<file path="config.mk">
export PLATFORM = sky130hd
export DESIGN_NAME = tmr_evt_router
export DESIGN_NICKNAME = d
export VERILOG_FILES = /design/src/rtl/tmr_evt_pkg.sv /design/src/rtl/ter_regs.sv /design/src/rtl/ter_line_router.sv /design/src/rtl/ter_rst_pulse.sv /design/src/rtl/tmr_evt_router.sv
export SDC_FILE = /design/constraint.sdc
export NUM_CORES = 1
export LEC_CHECK = 0
export BUFFER_PORTS_ARGS = -buffer_cell sky130_fd_sc_hd__buf_2
export CELL_PAD_IN_SITES_DETAIL_PLACEMENT = 2
export CELL_PAD_IN_SITES_GLOBAL_PLACEMENT = 2
export CORE_ASPECT_RATIO = 0.9
export CORE_MARGIN = 1.5
export CORE_UTILIZATION = 34
export DETAILED_ROUTE_END_ITERATION = 16
export PLACE_DENSITY_LB_ADDON = 0.1
export REMOVE_ABC_BUFFERS = 1
export SKIP_LAST_GASP = 1
export SYNTH_ARGS = -nofsm -noshare
export SYNTH_HDL_FRONTEND = slang
export SYNTH_SLANG_ARGS = --single-unit
export TNS_END_PERCENT = 5
</file>
<file path="constraint.sdc">
create_clock -name clk -period 2.4 [get_ports clk]
set_clock_uncertainty 0.05 [all_clocks]
set_input_delay 0.12 -clock clk [delete_from_list [all_inputs] [get_ports clk]]
set_output_delay 0.12 -clock clk [all_outputs]
set_load 0.05 [all_outputs]
</file>
<file path="src/rtl/tmr_evt_pkg.sv">
// Package: shared constants and register selector type for the timer event router.
// Assumes a 32-bit register bus with four word registers.
package tmr_evt_pkg;
    localparam int DATA_W = 32;
    localparam int ADDR_W = 2;
    localparam int RST_LO = 24;   // first reset-enable bit inside the nmi/reset register

    typedef enum logic [ADDR_W-1:0] {
        REG_IRQ_EN  = 2'd0,
        REG_NMI_RST = 2'd1,
        REG_ZONE    = 2'd2,
        REG_CLAIM   = 2'd3
    } reg_sel_e;
endpackage

</file>
<file path="src/rtl/ter_regs.sv">
// Module: configuration register file of the router.
// Holds the enables, selectors and claim mask, and decodes the bus reads.
// Assumes single-cycle writes and combinational reads.
// Reset enables above N_RST are forced to zero.
module ter_regs
    import tmr_evt_pkg::*;
#(
    parameter int N_TIMERS = 8,
    parameter int N_RST    = 6,
    parameter int SEL_W    = 4
) (
    input  logic                  clk,
    input  logic                  rst_n,
    input  logic                  we,
    input  logic [ADDR_W-1:0]     addr,
    input  logic [DATA_W-1:0]     wdata,
    output logic [DATA_W-1:0]     rdata,
    output logic [2*N_TIMERS-1:0] irq_en,
    output logic [2*N_TIMERS-1:0] nmi_en,
    output logic [N_TIMERS-1:0]   rst_en,
    output logic [N_TIMERS*SEL_W-1:0] zsel,
    output logic [(1<<SEL_W)-1:0] claim
);
    localparam int N_EVT   = 2 * N_TIMERS;
    localparam int ZONE_W  = N_TIMERS * SEL_W;
    localparam int N_LINES = 1 << SEL_W;
    localparam logic [N_TIMERS-1:0] RST_MASK = N_TIMERS'((1 << N_RST) - 1);

    // Register update on bus writes; synchronous clear.
    always_ff @(posedge clk) begin
        if (!rst_n) begin
            irq_en <= '0;
            nmi_en <= '0;
            rst_en <= '0;
            zsel   <= '0;
            claim  <= '0;
        end else if (we) begin
            case (reg_sel_e'(addr))
                REG_IRQ_EN:  irq_en <= wdata[N_EVT-1:0];
                REG_NMI_RST: begin
                    nmi_en <= wdata[N_EVT-1:0];
                    rst_en <= wdata[RST_LO +: N_TIMERS] & RST_MASK;
                end
                REG_ZONE:    zsel  <= wdata[ZONE_W-1:0];
                REG_CLAIM:   claim <= wdata[N_LINES-1:0];
                default:     ;
            endcase
        end
    end

    // Read decode.
    always_comb begin
        rdata = '0;
        case (reg_sel_e'(addr))
            REG_IRQ_EN:  rdata[N_EVT-1:0] = irq_en;
            REG_NMI_RST: begin
                rdata[N_EVT-1:0]          = nmi_en;
                rdata[RST_LO +: N_TIMERS] = rst_en;
            end
            REG_ZONE:    rdata[ZONE_W-1:0]  = zsel;
            REG_CLAIM:   rdata[N_LINES-1:0] = claim;
            default:     rdata = '0;
        endcase
    end
endmodule

</file>
<file path="src/rtl/ter_line_router.sv">
// Module: combinational per-line OR of the enabled events.
// Each event's selector comes from the field it shares with its pair partner.
// Line 0, the reserved line and claimed lines are forced low.
// Assumes N_TIMERS is even.
module ter_line_router #(
    parameter int N_TIMERS = 8,
    parameter int SEL_W    = 4,
    parameter int RSV_LINE = 2
) (
    input  logic [2*N_TIMERS-1:0]     evt_act,
    input  logic [N_TIMERS*SEL_W-1:0] zsel,
    input  logic [(1<<SEL_W)-1:0]     claim,
    output logic [(1<<SEL_W)-1:0]     line_hit
);
    localparam int N_EVT   = 2 * N_TIMERS;
    localparam int N_LINES = 1 << SEL_W;
    localparam int HALF    = N_TIMERS / 2;

    logic [SEL_W-1:0] sel [N_EVT];

    // Selector extraction: both timers of a pair read the same field.
    for (genvar e = 0; e < N_EVT; e++) begin : g_sel
        localparam int CMP = e / N_TIMERS;
        localparam int TMR = e % N_TIMERS;
        localparam int OFF = (CMP * HALF + TMR % HALF) * SEL_W;
        assign sel[e] = zsel[OFF +: SEL_W];
    end

    // Per-line merge with the exclusions applied.
    for (genvar l = 0; l < N_LINES; l++) begin : g_line
        if (l == 0 || l == RSV_LINE) begin : g_dead
            assign line_hit[l] = 1'b0;
        end else begin : g_live
            logic acc;
            // OR of every active event that names this line.
            always_comb begin
                acc = 1'b0;
                for (int e = 0; e < N_EVT; e++)
                    acc = acc | (evt_act[e] && sel[e] == SEL_W'(l));
            end
            assign line_hit[l] = acc & ~claim[l];
        end
    end
endmodule

</file>
<file path="src/rtl/ter_rst_pulse.sv">
// Module: reset request generator.
// Gives a single-cycle pulse when the OR of the reset-enabled events rises.
// Either compare of a timer counts as that timer's event.
module ter_rst_pulse #(
    parameter int N_TIMERS = 8
) (
    input  logic                  clk,
    input  logic                  rst_n,
    input  logic [2*N_TIMERS-1:0] evt_in,
    input  logic [N_TIMERS-1:0]   rst_en,
    output logic                  rst_out
);
    logic lvl;
    logic lvl_q;

    // Combined reset-event level.
    assign lvl = |(rst_en & (evt_in[N_TIMERS-1:0] | evt_in[2*N_TIMERS-1:N_TIMERS]));

    // Edge detection and registered pulse.
    always_ff @(posedge clk) begin
        if (!rst_n) begin
            lvl_q   <= 1'b0;
            rst_out <= 1'b0;
        end else begin
            lvl_q   <= lvl;
            rst_out <= lvl & ~lvl_q;
        end
    end
endmodule

</file>
<file path="src/rtl/tmr_evt_router.sv">
// Module: top of the timer event router.
// Routes sixteen compare events to interrupt lines, the NMI and the reset request.
// Assumes events are synchronous to clk.
module tmr_evt_router
    import tmr_evt_pkg::*;
#(
    parameter int N_TIMERS = 8,
    parameter int N_RST    = 6,
    parameter int SEL_W    = 4,
    parameter int RSV_LINE = 2
) (
    input  logic                  clk,
    input  logic                  rst_n,
    input  logic                  reg_we,
    input  logic [ADDR_W-1:0]     reg_addr,
    input  logic [DATA_W-1:0]     reg_wdata,
    output logic [DATA_W-1:0]     reg_rdata,
    input  logic [2*N_TIMERS-1:0] evt_in,
    output logic [(1<<SEL_W)-1:0] irq_out,
    output logic                  nmi_out,
    output logic                  rst_out
);
    localparam int N_EVT   = 2 * N_TIMERS;
    localparam int N_LINES = 1 << SEL_W;

    logic [N_EVT-1:0]          irq_en_q;
    logic [N_EVT-1:0]          nmi_en_q;
    logic [N_TIMERS-1:0]       rst_en_q;
    logic [N_TIMERS*SEL_W-1:0] zsel_q;
    logic [N_LINES-1:0]        claim_q;
    logic [N_LINES-1:0]        line_hit;

    ter_regs #(.N_TIMERS(N_TIMERS), .N_RST(N_RST), .SEL_W(SEL_W)) regs_i (
        .clk(clk), .rst_n(rst_n), .we(reg_we), .addr(reg_addr),
        .wdata(reg_wdata), .rdata(reg_rdata),
        .irq_en(irq_en_q), .nmi_en(nmi_en_q), .rst_en(rst_en_q),
        .zsel(zsel_q), .claim(claim_q)
    );

    ter_line_router #(.N_TIMERS(N_TIMERS), .SEL_W(SEL_W), .RSV_LINE(RSV_LINE)) route_i (
        .evt_act(evt_in & irq_en_q), .zsel(zsel_q), .claim(claim_q),
        .line_hit(line_hit)
    );

    ter_rst_pulse #(.N_TIMERS(N_TIMERS)) rstp_i (
        .clk(clk), .rst_n(rst_n), .evt_in(evt_in), .rst_en(rst_en_q),
        .rst_out(rst_out)
    );

    // Output registers for the lines and the NMI.
    always_ff @(posedge clk) begin
        if (!rst_n) begin
            irq_out <= '0;
            nmi_out <= 1'b0;
        end else begin
            irq_out <= line_hit;
            nmi_out <= |(evt_in & nmi_en_q);
        end
    end
endmodule

</file>
Word-level counts from Yosys, hierarchy flattened:

Cells that the tools add are included.

* bits in registers: 105
* bits of input ports: 53
* output and inout port bits: 50
* logic and storage cells: 603

* eq/ne operators: 115
* muxes and demuxes: 3
* bitwise logic cells: 244
* reduce and logical (&&, ||, !) cells: 231

Operators with widths (count)
* 4-bit equality test, second input constant: 64
* 1-bit logical AND: 224
* 1-bit OR: 210
* 4-bit by 3-bit equality test with 1-bit output, second input constant: 32
* 16-bit case mux with 4 select lines: 1
* 16-bit bitwise AND: 2
* 4-bit by 1-bit equality test with 1-bit output, second input constant: 8
* 4-bit by 2-bit equality test with 1-bit output, second input constant: 8
* 8-bit case mux with 2 select lines: 1
* 16-bit OR reduction: 1
* 1-bit bitwise AND: 15
* 1-bit inverter: 15
* 6-bit by 8-bit bitwise AND with 8-bit output: 1
* 8-bit two-way mux: 1
* 8-bit OR: 1
* 2-bit AND reduction: 4
* 8-bit OR reduction: 1
* 2-bit equality test, second input constant: 2
* 2-bit by 1-bit equality test with 1-bit output, second input constant: 1
* 2-bit logical NOT: 1

Longest topological paths before layout:

Gate-level depths: netlist (run 1).

* depth after elaboration: 18
* gate-level depth with buffers: 8
* gate-level depth less buffers: 5

Modules after synthesis:

Synthesis (run 1) repeated with hierarchy kept, for this count alone.

* cells, all modules: 763
* area, all modules: 6480.0 sq um

Modules (own cells, without submodules)
* ter_regs: times used 1, cells an instance 481, area an instance 4443.0 sq um, sequential area each 1721.7 sq um
* ter_line_router: times used 1, cells an instance 206, area an instance 1268.7 sq um, sequential area each 0.0 sq um
* tmr_evt_router: times used 1, cells an instance 61, area an instance 639.4 sq um, sequential area each 340.3 sq um
* ter_rst_pulse: times used 1, cells an instance 15, area an instance 128.9 sq um, sequential area each 40.0 sq um

Least setup slack after synthesis (run 1):

OpenSTA, ideal clock, no wires.

* kind: input to output
* from: input reg_addr[0]
* to: output reg_rdata[0]
* arrival time: 1919 ps
* required time: 2230 ps
* path slack: 311 ps
* stages on the path: 5
* buffers on the path: 2
* path through: inv_1 -> ha_1 -> buf_2 -> buf_1 -> mux2i_1

* longest elaborated chain between the ends: 2
* elaborated cells on any way between the ends: 5
* those cells by class: eq/ne (3); mux (1); reduce/logical (1)

RTL lines
* start, declared: RTL line tmr_evt_router.sv:15 `input logic [ADDR_W-1:0] reg_addr,`
* 2-bit equality test (tied with other cells): RTL line ter_regs.sv:54 `case (reg_sel_e'(addr))`
* 16-bit case mux with 4 select lines *: RTL line ter_regs.sv:54
* end, declared: RTL line tmr_evt_router.sv:17 `output logic [DATA_W-1:0] reg_rdata,`

Mark *: on every way between the ends. The rest lies on a longest branch, timed or not.

Worst setup path after layout (run 1):

* from: register regs_i.irq_en[9]
* to: register irq_out[6]

* longest elaborated chain between the ends: 10

RTL lines
* start, declared: RTL line ter_regs.sv:18 `output logic [2*N_TIMERS-1:0] irq_en,`
* start signal, assigned: RTL line ter_regs.sv:39 `REG_IRQ_EN: irq_en <= wdata[N_EVT-1:0];`
* 16-bit bitwise AND: RTL line tmr_evt_router.sv:41 `.evt_act(evt_in & irq_en_q), .zsel(zsel_q), .claim(claim_q),`
* 1-bit logical AND: RTL line ter_line_router.sv:39 `acc = acc | (evt_act[e] && sel[e] == SEL_W'(l));`
* 1-bit OR (7 in a row): RTL line ter_line_router.sv:39
* 1-bit bitwise AND: RTL line ter_line_router.sv:41 `assign line_hit[l] = acc & ~claim[l];`
* end signal, assigned: RTL line tmr_evt_router.sv:56 `irq_out <= line_hit;`
* end, declared: RTL line tmr_evt_router.sv:19 `output logic [(1<<SEL_W)-1:0] irq_out,`

Every way passes these cells.
A chain may end at the register's enable or synchronous reset.

==> results of run 1 <==
[cell families after synthesis]
family                     count (synthesis)  share of synthesized area
AOI/OAI and AO/OA                        187                      0.231
other                                      1                   0.000685
adders and majority gates                  5                     0.0114
DFF                                      103                      0.377
and+or+nand+nor                          327                      0.293
buffers and inverters                     82                     0.0587
muxes                                     16                     0.0292
[worst min path at each step]
stage	slack [ps]	to	startpoint
2_1_floorplan	200	rstp_i.lvl_q	rst_n
3_3_place_gp	310	regs_i.zsel[31]	reg_wdata[31]
3_5_place_dp	330	regs_i.zsel[16]	reg_wdata[16]
4_1_cts	10	regs_i.claim[8]	reg_wdata[8]
5_1_grt	40	regs_i.nmi_en[8]	reg_wdata[8]
6_report	20	regs_i.nmi_en[8]	reg_wdata[8]
[where the power goes]
group	internal, mW	leakage [nW]	switching (mW)
Combinational	0.188	1.52	0.373
Clock	0.839	0.157	0.778
Sequential	1.76	0.836	0.0781
[cell type report]
class / instances / share of cell area
Inverter: 27 / 0.0147
Sequential cell: 103 / 0.298
Tap cell: 202 / 0.0365
Clock inverter: 7 / 0.0132
Antenna cell: 2 / 0.000723
Multi-Input combinational cell: 537 / 0.448
Timing Repair Buffer: 164 / 0.157
Clock buffer: 9 / 0.0326
[flip-flops by register name (all words and copies together), names as in the netlist]
register        flops
regs_i.irq_en      16
regs_i.claim       16
regs_i.rst_en       6
rstp_i.rst_out      1
nmi_out             1
regs_i.zsel        32
regs_i.nmi_en      16
rstp_i.lvl_q        1
irq_out            14
[metrics by stage]
stage | setup slack [ps] | power (mW) | instances
5_1_grt | 293 | 4.14 | 1049
2_1_floorplan | 425 | 2.11 | 667
4_1_cts | 399 | 4.02 | 1049
3_3_place_gp | 558 | 2.37 | 1002
3_5_place_dp | 530 | 2.39 | 1002
6_report | 327 | 4.02 | 1051
[worst register-to-register path, stage by stage, from the launching register on]
cell and delay [ps]:
dfxtp_1 340, a22oi_1 570, nor3b_1 190, a2111oi_0 540
a41oi_1 220
[Yosys cell counts (3+ instances only)]
library cell / count / area, sq um
nor2b_1: 13 / 81.3
a31oi_1: 6 / 37.5
clkbuf_1: 40 / 150
buf_1: 8 / 30.0
o22ai_1: 7 / 43.8
dfxtp_1: 103 / 2060
or4b_1: 4 / 40.0
nor2_1: 7 / 26.3
and2_1: 11 / 68.8
mux2i_1: 16 / 160
nand4_1: 9 / 56.3
buf_2: 5 / 25.0
ha_1: 5 / 62.6
nand3b_1: 4 / 30.0
nor4_1: 23 / 144
nand2_1: 191 / 717
a221oi_1: 3 / 26.3
a222oi_1: 16 / 160
a21oi_1: 89 / 445
a22oi_1: 17 / 128
a2111oi_0: 3 / 26.3
o21ai_0: 7 / 35.0
and3_1: 3 / 18.8
o2111ai_1: 5 / 43.8
a311oi_1: 6 / 52.6
nor4b_1: 6 / 52.6
nor3b_1: 8 / 60.1
nand2b_1: 15 / 93.8
nor3_1: 9 / 45.0
or3_1: 10 / 62.6
inv_1: 27 / 101
a41oi_1: 3 / 26.3
o311a_1: 6 / 60.1
nand3_1: 4 / 20.0
a22o_1: 8 / 70.1
[metal layers]
layer	part of all wire	vias up
met5	0	-
met1	0.44	3144
li1	-	2839
met2	0.47	242
met3	0.067	42
met4	0.024	0
==> run summary, run 1 <==
Status - finished clean
Tmin final - 2070 ps
Initial Util - 0.351
Sequential area share after synthesis - 0.377
Setup CP Type - reg -> reg
Remaining antenna violation count after routing - 0
Share of layout cells above drive strength 1 - 0.184
Critical Path Start Type - flop
Bufs and invs on worst path - 0
YS warnings - 0
Remaining DRCs - 0
Fillers - 1809
Area after DPL - 6290 sq um
Die area - 16900 sq um
Delay-heaviest family, CP - compound AO/OA/AOI/OAI gates
Worst path cell trace - a22oi_1, nor3b_1, a2111oi_0, a41oi_1
H-tree Lvls - 3
Vias - 6267
Syn_area_per_cell - 7.60 sq um
R2R cell count - 4
CP required - 2550 ps
Post-CTS Repair Setup Buffers - 0
DP Wirelength - 20500 um
# port buffers - 100
DR vias/cell - 5.96
CP Launch Point - regs_i.irq_en[9]
Met3 global-route usage - 0.0693
Grt peak-use layer - met2
Final setup TNS - 0 ps
Post-synth EDFFs - 0
Crit. path cell count - 4
Max Clk Rate - 482 MHz
Top FF cell, synth - dfxtp_1
Worst Setup End Kind - flop
Maximum vdd drop - 0.453 mV
MaxCap Viol Count - 0
Clk Latency, worst-skew pair - 360 ps
Critical path fanouts, max - 5
Pleak - 2.51 nW
Final core occ - 0.443
Fin crit share - 0.864
Post-CTS sizing - 0
Max-slew headroom - 0.436
TritonCTS clock tree - done
Final Hold Fails - 0
R2R Path End - irq_out[6]
Multi-input logic area - 3100 sq um
Cts hold-fix bufs - 31
IO Count - 103
CP max-delay cell - a22oi_1
Die Height - 123 um
FF-to-FF setup slack - 330 ps
Setup-failing EPs final - 0
RSZ-0062 raised after global routing - no
# rows - 43
DRT Pass-1 Iters - 6
Crit path to - irq_out[6]
Total track usage - 0.337
Hold slack - 19.9 ps
Min-delay worst type - in -> reg
Largest net degree at the start of global routing - 44
Initial antenna violation count - 0
Worst Max-Slew Pin Slew - 844 ps
Met2 Track Usage GR - 0.552
Clock root buffer master - clkbuf_16
Core box area - 15600 sq um
PwrDens - 581 nW/um^2
Die Wd - 137 um
Worst r2r src - regs_i.irq_en[9]
Post-Syn Area - 5480 sq um
CTS Buffer Depth - 2
Clock-pin slew on the worst setup and hold paths - 80 ps
Post-Route WL - 27800 um
Async SR Flop Fraction - 0
Sequential Area - 2060 sq um
Post-route cell area - 6920 sq um
Post-synthesis cell count - 721
Vias in the first global route - 6525
First-pass GRT wire length - 41000 um
Critical Path Max Stage Delay - 570 ps
RD Place Congestion - 0.949
Worst Hold Path Cells - 3
Commonest non-fill, non-tap cell in the layout - nand2_1
Yosys cell types - 54
Number of synthesized register bits - 103
Layout Nets - 900
First DRT Iteration DRCs - 542
Area grow syn2layout - 26.3%
Average wire per standard cell - 26.4 um
Slew Limit Fails - 0
CTS Buf Count - 9
Total gr overflow - 0
M1 GR Usage - 0.440
Commonest cells after routing, fill and taps aside - nand2_1 (191), dfxtp_1 (103), buf_2 (100)
CP arrival - 2220 ps
Clock Sinks - 103
(Power assumes the default switching activity.)
==> run 2, diff against run 1 <==
CORE_ASPECT_RATIO = unset   (was 0.9)
RECOVER_POWER = 25   (was unset)
==> run 2 against run 1 <==
  * The flow now finishes with violations (capacitance limit, slew limit)
  * Register-to-register slack got worse by 20 ps
  * Fmax fell by 1.4%
  * Critical path depth did not move
  * Hold slack got worse by 2.1 ps
  * Global-route usage fell by 1.2 points
  * Sequential share of layout area rose by 0.58 points
  * Combinational power fell by 4.3%
  * Via count fell by 0.34%
  * Clock-buffer cell count rose by 2
  * Total power fell by 4.2%
==> run summary, run 2 (synthesis results as in run 1) <==
Status - complete, but fails checks (was finished clean)
Failing checks - capacitance limit, slew limit
First DRT Iteration DRCs - 553 (was 542)
CP required - 2590 ps (was 2550 ps)
Critical Path Max Stage Delay - 880 ps (was 570 ps)
Post-CTS sizing - 0 (unchanged)
H-tree Lvls - 3 (unchanged)
RD Place Congestion - 0.935 (was 0.949)
Share of layout cells above drive strength 1 - 0.152 (was 0.184)
MaxCap Viol Count - 1 (was 0)
Critical Path Start Type - input pin (was flop)
Commonest cells after routing, fill and taps aside - nand2_1 (191), dfxtp_1 (103), a21oi_1 (89) (was nand2_1 (191), dfxtp_1 (103), buf_2 (100))
Die area - 16900 sq um (about the same)
Setup-failing EPs final - 0 (unchanged)
# port buffers - 100 (unchanged)
Layout Nets - 891 (was 900)
Initial Util - 0.346 (was 0.351)
Pleak - 2.37 nW (was 2.51 nW)
Max-slew headroom - -0.118 (was 0.436)
Total gr overflow - 0 (unchanged)
Diodes inserted - 0 (was 2)
Worst Hold Path Cells - 3 (unchanged)
R2R cell count - 4 (unchanged)
Post-Route WL - 26700 um (was 27800 um)
Vias - 6246 (was 6267)
Max Clk Rate - 476 MHz (was 482 MHz)
Largest net degree at the start of global routing - 44 (unchanged)
Fin crit share - 0.876 (was 0.864)
Clock root buffer master - clkbuf_16 (unchanged)
Fillers - 1859 (was 1809)
First-pass GRT wire length - 39700 um (was 41000 um)
Vias in the first global route - 6434 (was 6525)
Worst setup margin - 297 ps (was 327 ps)
IO Count - 103 (unchanged)
Setup CP Type - in -> reg (was reg -> reg)
RSZ-0062 raised after global routing - no (unchanged)
Average wire per standard cell - 25.4 um (was 26.4 um)
# rows - 46 (was 43)
TritonCTS clock tree - done (unchanged)
DRT Pass-1 Iters - 6 (unchanged)
Worst Max-Slew Pin Slew - 1670 ps (was 844 ps)
Maximum vdd drop - 0.323 mV (was 0.453 mV)
Clock Sinks - 103 (unchanged)
Min-delay worst type - in -> reg (unchanged)
Dpl ws - 476 ps (was 530 ps)
Worst path cell trace - clkbuf_1, inv_1, buf_12, a311oi_1 (was a22oi_1, nor3b_1, a2111oi_0, a41oi_1)
Die Wd - 130 um (was 137 um)
Die Height - 130 um (was 123 um)
CTS Buf Count - 9 (unchanged)
CP arrival - 2290 ps (was 2220 ps)
Area grow syn2layout - 23.9% (was 26.3%)
Total power draw - 3.85 mW (was 4.02 mW)
CTS Buffer Depth - 2 (unchanged)
CP max-delay cell - inv_1 (was a22oi_1)
Biggest register - regs_i.zsel (unchanged)
Initial antenna violation count - 1 (was 0)
Remaining DRCs - 0 (unchanged)
DP Wirelength - 19700 um (was 20500 um)
Clock-pin slew on the worst setup and hold paths - 80 ps (about the same)
Final Hold Fails - 0 (unchanged)
Tmin final - 2100 ps (was 2070 ps)
Total track usage - 0.324 (was 0.337)
Final setup TNS - 0 ps (unchanged)
Number of flip-flops under the largest register name - 32 (unchanged)
Worst Setup End Kind - flop (unchanged)
Critical path fanouts, max - 43 (was 5)
Core box area - 15800 sq um (was 15600 sq um)
Clk Latency, worst-skew pair - 360 ps (about the same)
Remaining antenna violation count after routing - 0 (unchanged)
Slew Limit Fails - 43 (was 0)
DR vias/cell - 5.93 (was 5.96)
Commonest non-fill, non-tap cell in the layout - nand2_1 (unchanged)
PwrDens - 567 nW/um^2 (was 581 nW/um^2)
-- run 2: cell types whose count changed in the layout (fill, tap and decap cells not counted), moves of 2 or more --
cell / previous run / this run
clkbuf_1: 0 / 20
buf_2: 100 / 82
buf_4: 31 / 23
diode_2: 2 / 0
inv_6: 1 / 3
inv_8: 2 / 0
-- run 2: final timing paths --
check | from | to | slack (ps)
worst min-delay path | reg_wdata[5] | regs_i.irq_en[5] | 20
worst min register to register | rstp_i.lvl_q | rstp_i.rst_out | 340
worst max register to register | regs_i.irq_en[11] | irq_out[5] | 310
worst max-delay path | rst_n | irq_out[10] | 300
-- run 2: timing repair --
item,4_1_cts,5_1_grt
setup buffers,0,0
setup endpoints to repair,0,0
hold endpoints to repair,61,0
hold buffers,30,0
-- run 2: stage by stage --
step                hold slack [ps]  cells  area (sq um)   util
floorplan                       202    667          5260      -
global placement                309   1008          6230  0.394
detailed placement              320   1008          6230  0.394
CTS                            10.5   1054          6810  0.430
global route                   15.4   1054          6790  0.429
finish                         17.8   1054          6790  0.429
-- run 2: area by class of cell --
| type | instances | area, sq um | share of cell area |
|---|---|---|---|
| Clock buffer | 11 | 243 | 0.0358 |
| Clock inverter | 5 | 38.8 | 0.00572 |
| Inverter | 27 | 101 | 0.0149 |
| Multi-Input combinational cell | 537 | 3100 | 0.456 |
| Sequential cell | 103 | 2060 | 0.304 |
| Tap cell | 216 | 270 | 0.0398 |
| Timing Repair Buffer | 155 | 975 | 0.144 |
-- run 2: power by group --
part,internal [mW],switching [mW]
logic,0.179,0.359
registers,1.76,0.0789
clock network,0.744,0.728
-- run 2: routing by layer --
metal,global-route usage,routed length [um],up-vias
li1,-,-,2827
met1,0.410,11300,3120
met2,0.552,12900,247
met3,0.0529,1620,50
met4,0.130,893,2
met5,0,13,-
-- run 2: critical path: cells and delay by family --
family          cells  cell delay (ps)
buf+inv             3             1810
compound gates      1              340
